`src/rtl/olu_pkg.sv`:
```
package olu_pkg;

    // Operation tags; numeric values are fixed by the instruction encoding
    typedef enum logic [3:0] {
        TAG_PICK = 4'd4,
        TAG_SAME = 4'd9,
        TAG_BELOW = 4'd10,
        TAG_XOR = 4'd11,
        TAG_AND = 4'd12,
        TAG_INV = 4'd13,
        TAG_SHL = 4'd14
    } olu_tag_e;

    // Inverted truth convention for predicate words
    localparam logic PRED_TRUE = 1'b0;
    localparam logic PRED_FALSE = 1'b1;

endpackage

```
`src/rtl/olu_compare.sv`:
```
module olu_compare #(
    parameter int W = 64
) (
    input  logic [W-1:0] a,
    input  logic [W-1:0] b,
    output logic [W-1:0] same_res,
    output logic [W-1:0] below_res
);
    import olu_pkg::*;

    logic same_bit;
    logic below_bit;

    always_comb begin
        same_bit = (a == b) ? PRED_TRUE : PRED_FALSE;
        below_bit = (a < b) ? PRED_TRUE : PRED_FALSE;
        same_res = {{(W-1){1'b0}}, same_bit};
        below_res = {{(W-1){1'b0}}, below_bit};
    end

endmodule

```
`src/rtl/olu_bitwise.sv`:
```
module olu_bitwise #(
    parameter int W = 64,
    localparam int SHW = $clog2(W)
) (
    input  logic [W-1:0] a,
    input  logic [W-1:0] b,
    output logic [W-1:0] xor_res,
    output logic [W-1:0] and_res,
    output logic [W-1:0] inv_res,
    output logic [W-1:0] shl_res
);

    logic [SHW-1:0] shamt;

    // One lane per bit for the purely bitwise operations
    for (genvar i = 0; i < W; i++) begin : g_lane
        assign xor_res[i] = a[i] ^ b[i];
        assign and_res[i] = a[i] & b[i];
        assign inv_res[i] = ~a[i];
    end

    always_comb begin
        shamt = b[SHW-1:0];
        shl_res = a << shamt;
    end

endmodule

```
`src/rtl/olu_select.sv`:
```
module olu_select #(
    parameter int W = 64
) (
    input  logic [W-1:0] test,
    input  logic [W-1:0] arm_zero,
    input  logic [W-1:0] arm_nonzero,
    output logic [W-1:0] pick_res
);

    always_comb begin
        pick_res = (test == '0) ? arm_zero : arm_nonzero;
    end

endmodule

```
`src/rtl/olu_core.sv`:
```
module olu_core #(
    parameter int W = 64
) (
    input  logic [3:0]   tag,
    input  logic [W-1:0] a,
    input  logic [W-1:0] b,
    input  logic [W-1:0] test,
    output logic [W-1:0] res,
    output logic         unsup
);
    import olu_pkg::*;

    logic [W-1:0] same_res;
    logic [W-1:0] below_res;
    logic [W-1:0] xor_res;
    logic [W-1:0] and_res;
    logic [W-1:0] inv_res;
    logic [W-1:0] shl_res;
    logic [W-1:0] pick_res;

    olu_compare #(.W(W)) u_cmp (
        .a        (a),
        .b        (b),
        .same_res (same_res),
        .below_res(below_res)
    );

    olu_bitwise #(.W(W)) u_bit (
        .a      (a),
        .b      (b),
        .xor_res(xor_res),
        .and_res(and_res),
        .inv_res(inv_res),
        .shl_res(shl_res)
    );

    olu_select #(.W(W)) u_sel (
        .test       (test),
        .arm_zero   (a),
        .arm_nonzero(b),
        .pick_res   (pick_res)
    );

    always_comb begin
        res = '0;
        unsup = 1'b0;
        case (tag)
            TAG_PICK:  res = pick_res;
            TAG_SAME:  res = same_res;
            TAG_BELOW: res = below_res;
            TAG_XOR:   res = xor_res;
            TAG_AND:   res = and_res;
            TAG_INV:   res = inv_res;
            TAG_SHL:   res = shl_res;
            default:   unsup = 1'b1;
        endcase
    end

endmodule

```
`src/rtl/tagop_unit.sv`:
```
module tagop_unit #(
    parameter int W = 64
) (
    input  logic         clk,
    input  logic         rst_n,
    input  logic         valid_in,
    input  logic [3:0]   op_tag,
    input  logic [W-1:0] opnd_a,
    input  logic [W-1:0] opnd_b,
    input  logic [W-1:0] test_word,
    output logic         valid_out,
    output logic [W-1:0] result,
    output logic         unsupported
);

    typedef struct packed {
        logic         vld;
        logic [W-1:0] res;
        logic         uns;
    } stage_t;

    logic [W-1:0] core_res;
    logic         core_uns;
    stage_t       stage_d;
    stage_t       stage_q;

    olu_core #(.W(W)) u_core (
        .tag  (op_tag),
        .a    (opnd_a),
        .b    (opnd_b),
        .test (test_word),
        .res  (core_res),
        .unsup(core_uns)
    );

    always_comb begin
        stage_d = stage_q;
        stage_d.vld = valid_in;
        if (valid_in) begin
            stage_d.res = core_res;
            stage_d.uns = core_uns;
        end
    end

    always_ff @(posedge clk or negedge rst_n) begin
        if (!rst_n) begin
            stage_q <= '0;
        end else begin
            stage_q <= stage_d;
        end
    end

    assign valid_out = stage_q.vld;
    assign result = stage_q.res;
    assign unsupported = stage_q.uns;

    // Marks that one clock has passed since reset, so $past is meaningful
    logic armed_q;
    always_ff @(posedge clk or negedge rst_n) begin
        if (!rst_n) begin
            armed_q <= 1'b0;
        end else begin
            armed_q <= 1'b1;
        end
    end

    a_r8_latency: assert property (@(posedge clk) disable iff (!rst_n)
        armed_q |-> (valid_out == $past(valid_in)));

    a_r7_zero_on_unsup: assert property (@(posedge clk) disable iff (!rst_n)
        unsupported |-> (result == '0));

    a_r10_hold: assert property (@(posedge clk) disable iff (!rst_n)
        (armed_q && !$past(valid_in)) |-> ($stable(result) && $stable(unsupported)));

    a_r6_pick: assert property (@(posedge clk) disable iff (!rst_n)
        (armed_q && $past(valid_in) && $past(op_tag) == 4'd4) |->
        (result == (($past(test_word) == '0) ? $past(opnd_a) : $past(opnd_b))));

    a_r1_same: assert property (@(posedge clk) disable iff (!rst_n)
        (armed_q && $past(valid_in) && $past(op_tag) == 4'd9) |->
        (result == {{(W-1){1'b0}}, ($past(opnd_a) != $past(opnd_b))}));

endmodule

```
`config.mk`:
```
export PLATFORM = sky130hd
export DESIGN_NAME = tagop_unit
export DESIGN_NICKNAME = d
export VERILOG_FILES = /design/src/rtl/olu_pkg.sv /design/src/rtl/olu_compare.sv /design/src/rtl/olu_bitwise.sv /design/src/rtl/olu_select.sv /design/src/rtl/olu_core.sv /design/src/rtl/tagop_unit.sv
export SDC_FILE = /design/constraint.sdc
export NUM_CORES = 1
export LEC_CHECK = 0
export ABC_AREA = 1
export CAP_MARGIN = 10
export CORE_ASPECT_RATIO = 1.5
export CORE_MARGIN = 1
export CORE_UTILIZATION = 30
export DETAILED_ROUTE_END_ITERATION = 8
export MAX_ROUTING_LAYER = met4
export PLACE_DENSITY_LB_ADDON = 0.08
export SYNTH_ARGS = -nofsm -noshare
export SYNTH_HDL_FRONTEND = slang
export SYNTH_SLANG_ARGS = --single-unit
```
`constraint.sdc`:
```
create_clock -name clk -period 0.8 [get_ports clk]
set_input_delay 0.16 -clock clk [delete_from_list [all_inputs] [get_ports clk]]
set_output_delay 0.16 -clock clk [all_outputs]
set_load 0.005 [all_outputs]
```
==> out/metrics.cfg, run 1 <==
[setup_path]
worst_setup_path_start_kind=input port
path_cells=buf_16, buf_12, inv_12, buf_8, ha_4, or2_4, nand3_4, nand3_2, nand4_1, nand3_2, o21ai_2, buf_4, nand2_2
cp_common_cell=nand3_2
cp-end-kind=register
worstPathArrival_ns=1.91
rr_worst_depth=4
crit_family=simple AND/OR/NAND/NOR gates
cp.depth=13
max_stage_delay_ns=0.25
cp_slowest_cell=or2_4
crit_buf_inv=5
worstPathRequired_ns=1.07
crit_type=input port to register
critPathMaxFanout=7

[routing]
wl_um=69500
ant_nets=0
post-route-drc-count=0
first_pass_iters=7
viasPerCell=5.40
wire_per_inst_um=21.5
dr_total_vias=17500
drt_iter0_markers=1106

[yosys]
synth_cell_types=33
yosysWarnings=0
synth_area_sq_mm=0.0116
yosysSeqAreaShare=0.143
synth-seq-cells=66
synthCells=2006
synth_fp_nets=2334
syn_area_per_cell_sq_um=5.77

[power_and_ir_drop]
p_leak_nw=11.7
powerDensity_mw_per_mm2=865
fin_total_pwr_w=0.0205
irDropWorstVdd_uv=1170

[global_route]
grt_pass1_wl_um=99200
grt_pass1_vias=17200
track_usage=0.343
grt_max_degree=50
grt_overflow_total=0
antenna_found_initial=0

[finish]
final_cell_mix=nand2_1 (484), buf_4 (434), nand3_2 (172), clkbuf_2 (155), nand2_2 (153)
drive_gt1_frac=0.581
final_common_cell=nand2_1
ff_latch_area_sq_mm=0.00165
antenna_cells=0
fin_area_sq_mm=0.0237
finish.net_count=3069
multi_input_area_sq_mm=0.0129
syn2layout_area_growth_pct=105
fin_util=0.626
fillCellCount=3494

[timing]
tightest_slew_ns=0.613
hold_viol_final=0
skew_ns=0
period_share=2.06
fmax_ghz=0.607
finalCriticalPeriod_ns=1.65
slew_headroom=0.591
fin_ws_ns=-0.847
rsz0062_at_grt=true
maxSlewViolCount=0
setup_violations=131

[status]
status=finished with violations
violations=setup timing

[placed_design]
postPlaceCellArea_sq_mm=0.0182
io_buffers=264
gp_congestion=1.03
hpwl_um=50100

[die]
rows=87
coreArea_sq_mm=0.0378
dieWidth_um=162
initial_core_util=0.306
dieArea_sq_mm=0.0394
ios=265
die_y_um=242

[worst_hold_path]
whs_path_depth=3
hold_class=input port to register

[clock_network]
numCtsBuffers=9
root_buffer=clkbuf_16
clkLatencyLatePin_ns=0.38
h-tree-depth=3
clk_pin_slew_worst_paths_ns=0.07
cts_tree=yes
clock_path_buffers=2
clock_sinks=66

[run]
drv_cap=0

## sequential cells by signal, indices dropped and copies added, names as in the netlist
name         cells
unsupported      1
result          64
valid_out        1
## layer usage
metal	part of all wire	track usage	vias to the layer above
met5	0	-	-
met1	0.37	0.366	8316
li1	-	-	8248
met3	0.049	0.0395	243
met2	0.51	0.603	657
met4	0.074	0.202	0
## layout make-up
cell class                      instances  share of cell area
Multi-Input combinational cell       1656               0.546
Sequential cell                        66              0.0699
Clock inverter                          6             0.00381
Timing Repair Buffer                  848               0.317
Timing Repair inverter                  2            0.000635
Inverter                              158              0.0272
Tap cell                              489              0.0259
Clock buffer                           10              0.0101
## through the flow
step / worst slack (ns) / setup TNS (ns) / instances / hold WS [ns]
final: -0.847 / -58.47 / 3235 / 0.157
after global routing: -0.873 / -64.67 / 3235 / 0.182
after CTS: -0.798 / -82.60 / 3148 / 0.110
after detailed placement: -1.92 / -113.59 / 3085 / 0.111
after global placement: -1.97 / -114.48 / 3085 / 0.113
after floorplan: -0.843 / -39.97 / 2006 / -0.136
## worst min-delay path, stage by stage
cell and delay (ns):
buf_2 0.18, nor2_1 0.08, nor2_2 0.08
## cell families (layout without fill, tap and decap cells)
group	count (synthesis)	in the layout	synth area share
DFF	66	66	0.143
AOI/OAI and AO/OA	304	304	0.169
and+or+nand+nor	1223	1223	0.445
adders and majority gates	129	129	0.140
buffers and inverters	284	1024	0.104
## cells in the mapped netlist (all sizes together)
cell type  instances  share of area
o21bai             2         0.0013
a221oi            35          0.027
o2111ai            1        0.00076
ha               129           0.14
a21oi             64          0.028
nand3            356           0.15
nor3              13         0.0061
nand3b             3         0.0019
o211ai            69          0.050
a21o               2         0.0013
dfrtp             66           0.14
nand4             16         0.0087
o21a               3         0.0019
nor2             147          0.050
nand2            687           0.22
a211oi             4         0.0026
clkbuf            50          0.016
or2                1        0.00054
buf               76          0.036
o221ai             3         0.0023
o21ai            102          0.044
o22ai             19          0.010
inv              158          0.051
## path summary, 6_finish.rpt
check / slack, ns / startpoint / endpoint
max in group asynchronous: 0.18 / rst_n / result[50]
worst min register to register: 0.47 / result[52] / result[52]
worst max register to register: -0.17 / result[43] / result[43]
min in group asynchronous: 0.24 / rst_n / result[1]
worst min-delay path: 0.16 / valid_in / unsupported
worst max-delay path: -0.85 / opnd_b[0] / result[46]
## timing repair
action / 4_1_cts / 5_1_grt
hold endpoints to repair: 67 / 0
endpoints found under the setup margin: 131 / 131
buffers inserted: 37 / 79
resized for setup: 834 / 911
hold buffers: 2 / 0
cloned: 12 / 15
pin swaps: 141 / 266
## report_power, final
part           switching, W  internal, W
combinational       0.00655      0.00550
sequential         0.000154      0.00359
clock               0.00186      0.00282
total               0.00856       0.0119
(Power assumes the default switching activity.)
==> run 2: changes to the inputs <==
--- a/config.mk
+++ b/config.mk
@@ -13,6 +13,8 @@
 export DETAILED_ROUTE_END_ITERATION = 8
 export MAX_ROUTING_LAYER = met4
 export PLACE_DENSITY_LB_ADDON = 0.08
+export REMOVE_ABC_BUFFERS = 1
 export SYNTH_ARGS = -nofsm -noshare
 export SYNTH_HDL_FRONTEND = slang
 export SYNTH_SLANG_ARGS = --single-unit
+export TNS_END_PERCENT = 1
==> run 2 against run 1 <==
  * Clock skew unchanged
  * Hold slack better by 0.020 ns
  * Power decreased by 14%
  * Critical path type unchanged
  * Via count is 6.6% lower
  * Setup slack improved by 0.078 ns
  * Die area is the same
  * Non-clock buffer count down 137
  * The flow still finishes with violations (setup timing)
  * Clock-buffer cell count rose by 2
==> out/metrics.cfg, run 2 (synthesis gave the netlist of run 1 again) <==
[status]
status=finished with violations
violations=setup timing

[clock_network]
clk_pin_slew_worst_paths_ns=0.06
h-tree-depth=3
cts_tree=yes
clkLatencyLatePin_ns=0.37
root_buffer=clkbuf_16
numCtsBuffers=9
clock_sinks=66
clock_path_buffers=2

[timing]
fin_ws_ns=-0.769
period_share=1.96
finalCriticalPeriod_ns=1.57
skew_ns=0
tightest_slew_ns=0.424
setup_violations=131
maxSlewViolCount=0
fmax_ghz=0.637
rsz0062_at_grt=true
hold_viol_final=0
slew_headroom=0.718
fin_setup_tns_ns=-60.37

[finish]
largest_reg_flops=64
antenna_cells=0
final_cell_mix=nand2_1 (645), buf_4 (399), nand3_1 (276), nor2_1 (118), inv_1 (90)
fin_util=0.516
finish.net_count=2930
stdcell_count=3096
syn2layout_area_growth_pct=68.6
drive_gt1_frac=0.372
final_common_cell=nand2_1

[die]
die_y_um=242
initial_core_util=0.306
ios=265
rows=87
dieWidth_um=162
dieArea_sq_mm=0.0394
coreArea_sq_mm=0.0378

[routing]
first_pass_iters=5
wire_per_inst_um=20.1
post-route-drc-count=0
ant_nets=0
wl_um=62200
viasPerCell=5.27
drt_iter0_markers=996
dr_total_vias=16300

[global_route]
grt_max_degree=56
grt_overflow_total=0
grt_pass1_wl_um=94500
track_usage=0.325
antenna_found_initial=1
grt_pass1_vias=16500

[setup_path]
cp_slowest_cell=bufbuf_16
r2r-end=result[36]
rr_worst_depth=3
cp-end-kind=register
crit_type=input port to register
rr_startpoint=result[36]
path_cells=buf_12, bufbuf_16, nand2_1, o211ai_1, buf_4, nand3_1, nand3_1, nand2_1, nand2_1, nand3_1, nand3_1, nand2_1, nand2_1
worstPathArrival_ns=1.83
worstPathRequired_ns=1.06
r2r_setup_slack_ns=-0.02
critPathMaxFanout=18
max_stage_delay_ns=0.31
worst_setup_path_start_kind=input port
startpoint=opnd_b[0]
cp_common_cell=nand2_1
crit_path_end=result[59]

[placed_design]
place_ws_ns=-1.63
io_buffers=264
hpwl_um=48800
gp_congestion=0.989
dp.cells=3045

[power_and_ir_drop]
powerDensity_mw_per_mm2=900
fin_total_pwr_w=0.0175
p_leak_nw=9.95
irDropWorstVdd_uv=1180

[worst_hold_path]
hold_class=input port to asynchronous set/reset pin

[run]
drv_cap=0

==> run 2: cell count changes in the layout (fill, tap and decap cells not counted), sizes merged, moves of 3 or more <==
cell           previous run  this run
buf                     625       490
dlygate4sd2              27        45
clkdlybuf4s15            24        87
inv                     160       157
clkbuf                  177        98
==> run 2: worst max-delay path, delay by kind of cell <==
family / cells / cell delay, ns
AO/OA/AOI/OAI: 1 / 0.11
AND/OR/NAND/NOR: 9 / 0.93
buffers and inverters: 3 / 0.62
==> run 2: layer usage <==
metal,up-vias,part of all wire,GRT usage,wire length (um)
li1,7937,-,-,-
met1,7738,0.37,0.342,23300
met2,472,0.52,0.584,32300
met3,169,0.039,0.0279,2420
met4,0,0.067,0.187,4200
met5,-,0,-,0
==> run 2: through the flow <==
| stage | hold WS [ns] | area, sq um |
|---|---|---|
| finish | 0.178 | 19500 |
| global route | 0.192 | 19500 |
| CTS | 0.167 | 19400 |
| detailed placement | 0.0375 | 17700 |
| global placement | 0.0354 | 17700 |
| floorplan | -0.136 | 11000 |
==> run 2: repair_timing <==
| item | CTS | global route |
|---|---|---|
| hold endpoints to repair | 66 | 0 |
| resized for setup | 833 | 264 |
| pin swaps | 163 | 92 |
| buffers inserted | 28 | 3 |
| hold buffers | 1 | 0 |
| setup endpoints to repair | 131 | 131 |
| gates cloned | 5 | 0 |
==> run 2: worst min path at each step <==
stage | from | to | depth (start not counted)
2_1_floorplan | rst_n | result[0] | 0
3_3_place_gp | rst_n | result[9] | 1
3_5_place_dp | rst_n | result[9] | 1
4_1_cts | rst_n | result[0] | 2
5_1_grt | rst_n | result[0] | 2
6_report | rst_n | result[0] | 2
==> run 2: final cells by class <==
class / instances / area (sq um)
multi-input cells: 1656 / 10400
well taps: 489 / 612
clock inverters: 4 / 50.0
fillers: 3939 / 18300
flip-flops and latches: 66 / 1650
repair buffers: 711 / 5970
clock buffers: 12 / 256
inverters: 158 / 602
==> run 2: where the power goes <==
| group | internal (W) | switching, W | total [W] |
|---|---|---|---|
| logic | 0.00422 | 0.00510 | 0.00932 |
| clock network | 0.00258 | 0.00187 | 0.00445 |
| registers | 0.00359 | 0.000172 | 0.00377 |
==> run 3: changes to the inputs <==
--- a/config.mk
+++ b/config.mk
@@ -13,7 +13,7 @@
 export DETAILED_ROUTE_END_ITERATION = 8
 export MAX_ROUTING_LAYER = met4
 export PLACE_DENSITY_LB_ADDON = 0.08
-export REMOVE_ABC_BUFFERS = 1
+export SETUP_SLACK_MARGIN = 0.1
 export SYNTH_ARGS = -nofsm -noshare
 export SYNTH_HDL_FRONTEND = slang
 export SYNTH_SLANG_ARGS = --single-unit
==> run 3 against run 2 <==
  * The flow finishes with violations (hold timing, setup timing)
  * Maximum frequency is 6.8% lower
  * Critical path depth did not move
  * Final cell count rose by 0.71%
  * Die area unchanged
  * Non-clock buffer count rose by 22
  * Core utilization rose by 1.7 points
  * Global-route usage down 0.81 points
  * Clock power fell by 4%
  * Register-to-register slack improved by 0.05 ns
  * Sequential share of layout area fell by 0.28 points
  * Power is 0.84% higher
  * Sequential cell count unchanged
  * Critical path type unchanged
  * Largest cell class unchanged
==> out/metrics.cfg, run 3 (synthesis gave the netlist of run 1 again) <==
[status]
status=finished with violations
violations=hold timing, setup timing

[finish]
final_common_cell=nand2_1
finish.net_count=2952
antenna_cells=0
ff_latch_area_sq_mm=0.00165
largest_reg_flops=64
syn2layout_area_growth_pct=74.1
fin_util=0.533
final_cell_mix=nand2_1 (621), buf_4 (395), nand3_1 (261), clkbuf_2 (139), nor2_1 (96)
fillCellCount=3854
drive_gt1_frac=0.405
multi_input_area_sq_mm=0.0106

[routing]
dr.max_layer_used=met4
met1_length_um=24100
wl_um=62700
ant_nets=0
post-route-drc-count=0
wire_per_inst_um=20.1
dr_total_vias=16600
wl_met3_um=3240
first_pass_iters=5
route.met2.wl_um=31300
viasPerCell=5.31
drt_iter0_markers=1471

[power_and_ir_drop]
pwr-share-seq=0.211
irDropWorstVdd_uv=1060
p_leak_nw=10.8
clkPwrFrac=0.240
swShare=0.406
p_sw_w=0.00719
internal_power_w=0.0105
p_comb_frac=0.549
powerDensity_mw_per_mm2=878

[global_route]
grt_overflow_total=0
track_usage=0.317
grt_pass1_wl_um=92400
antenna_found_initial=0
grt_pass1_vias=16200
grt_max_degree=56

[setup_path]
startpoint=opnd_a[46]
rr_worst_depth=3
critPathMaxFanout=4
crit_type=input port to register
worst_setup_path_start_kind=input port
rr_startpoint=unsupported
worstPathArrival_ns=1.95
worstPathRequired_ns=1.07
cp-end-kind=register

[die]
dieWidth_um=162
die_y_um=242
dieArea_sq_mm=0.0394
coreArea_sq_mm=0.0378
ios=265
initial_core_util=0.306
rows=87

[timing]
fin_setup_tns_ns=-62.94
whs_ns=-0.0918
maxSlewViolCount=0
tightest_slew_ns=0.648
slew_headroom=0.568
rsz0062_at_grt=true
setup_violations=131
period_share=2.10
fin_ws_ns=-0.883
fmax_ghz=0.594
finalCriticalPeriod_ns=1.68
skew_ns=0
hold_viol_final=22

[clock_network]
h-tree-depth=3
hold_buffers=2
cts_tree=yes
clock_path_buffers=2
clk_pin_slew_worst_paths_ns=0.06
root_buffer=clkbuf_16
clock_sinks=66
numCtsBuffers=9
clkLatencyLatePin_ns=0.37

[placed_design]
hpwl_um=48900
gp_congestion=1.03
io_buffers=264

[run]
drv_cap=0

[worst_hold_path]
hold_class=input port to asynchronous set/reset pin

-- run 3: changes by cell type in the layout (fill, tap and decap cells not counted), sizes merged, moves of 2 or more --
cell           before  now
dlymetal6s2s        0   79
clkdlybuf4s15      87    9
clkbuf             98  152
dlygate4sd2        45   12
bufbuf              2    0
clkinv              1    3
clkinvlp            3    1
inv               157  159
-- run 3: area by class of cell --
type,instances,area share
timing repair buffer,733,0.314
multi-input combinational,1656,0.528
clock buffer,10,0.0119
clock inverter,6,0.00323
tap,489,0.0304
inverter,158,0.0303
sequential,66,0.0820
-- run 3: routing by layer --
layer  global-route usage  vias up
met4                0.180        0
li1                     -     7983
met3               0.0293      173
met2                0.550      647
met5                    -        -
met1                0.350     7751
-- run 3: worst max-delay path: stages --
cell and delay, ns:
dlygate4sd2_1 0.42, ha_4 0.27, nand4_1 0.19, buf_4 0.16, a21oi_1 0.04, nor2_1 0.17
nand2_1 0.07, a21oi_1 0.12, nand2_1 0.09, nand2_1 0.07, nand2_2 0.07, nand2_1 0.05
nand2_1 0.05
-- run 3: worst paths after layout --
path	to	slack, ns
worst min register to register	result[30]	0.48
max in group asynchronous	result[5]	0.49
worst max register to register	unsupported	0.03
worst max-delay path	result[0]	-0.88
worst min-delay path	result[54]	-0.09
min in group clk	result[0]	0.19
-- run 3: per-stage QoR --
step	total power [W]	cells	setup WS [ns]	area, sq um
finish	0.0177	3118	-0.883	20100
global placement	0.0126	3079	-1.89	18000
detailed placement	0.0126	3079	-1.84	18000
global route	0.0187	3118	-0.976	20100
floorplan	0.00740	2006	-0.843	11700
CTS	0.0171	3109	-1.05	19200
-- run 3: power by group through the flow --
stage               clock network [W]  logic [W]  registers [W]
floorplan                           0    0.00360        0.00381
global placement                    0    0.00880        0.00379
detailed placement                  0    0.00882        0.00380
CTS                           0.00435    0.00904        0.00374
global route                  0.00443     0.0105        0.00377
finish                        0.00425    0.00971        0.00373
-- run 3: repair_timing --
item | in CTS | in global routing
gates cloned | 4 | 3
resized for setup | 469 | 632
buffers inserted | 8 | 6
endpoints found under the hold margin | 65 | 22
pin swaps | 55 | 157
setup endpoints to repair | 131 | 138
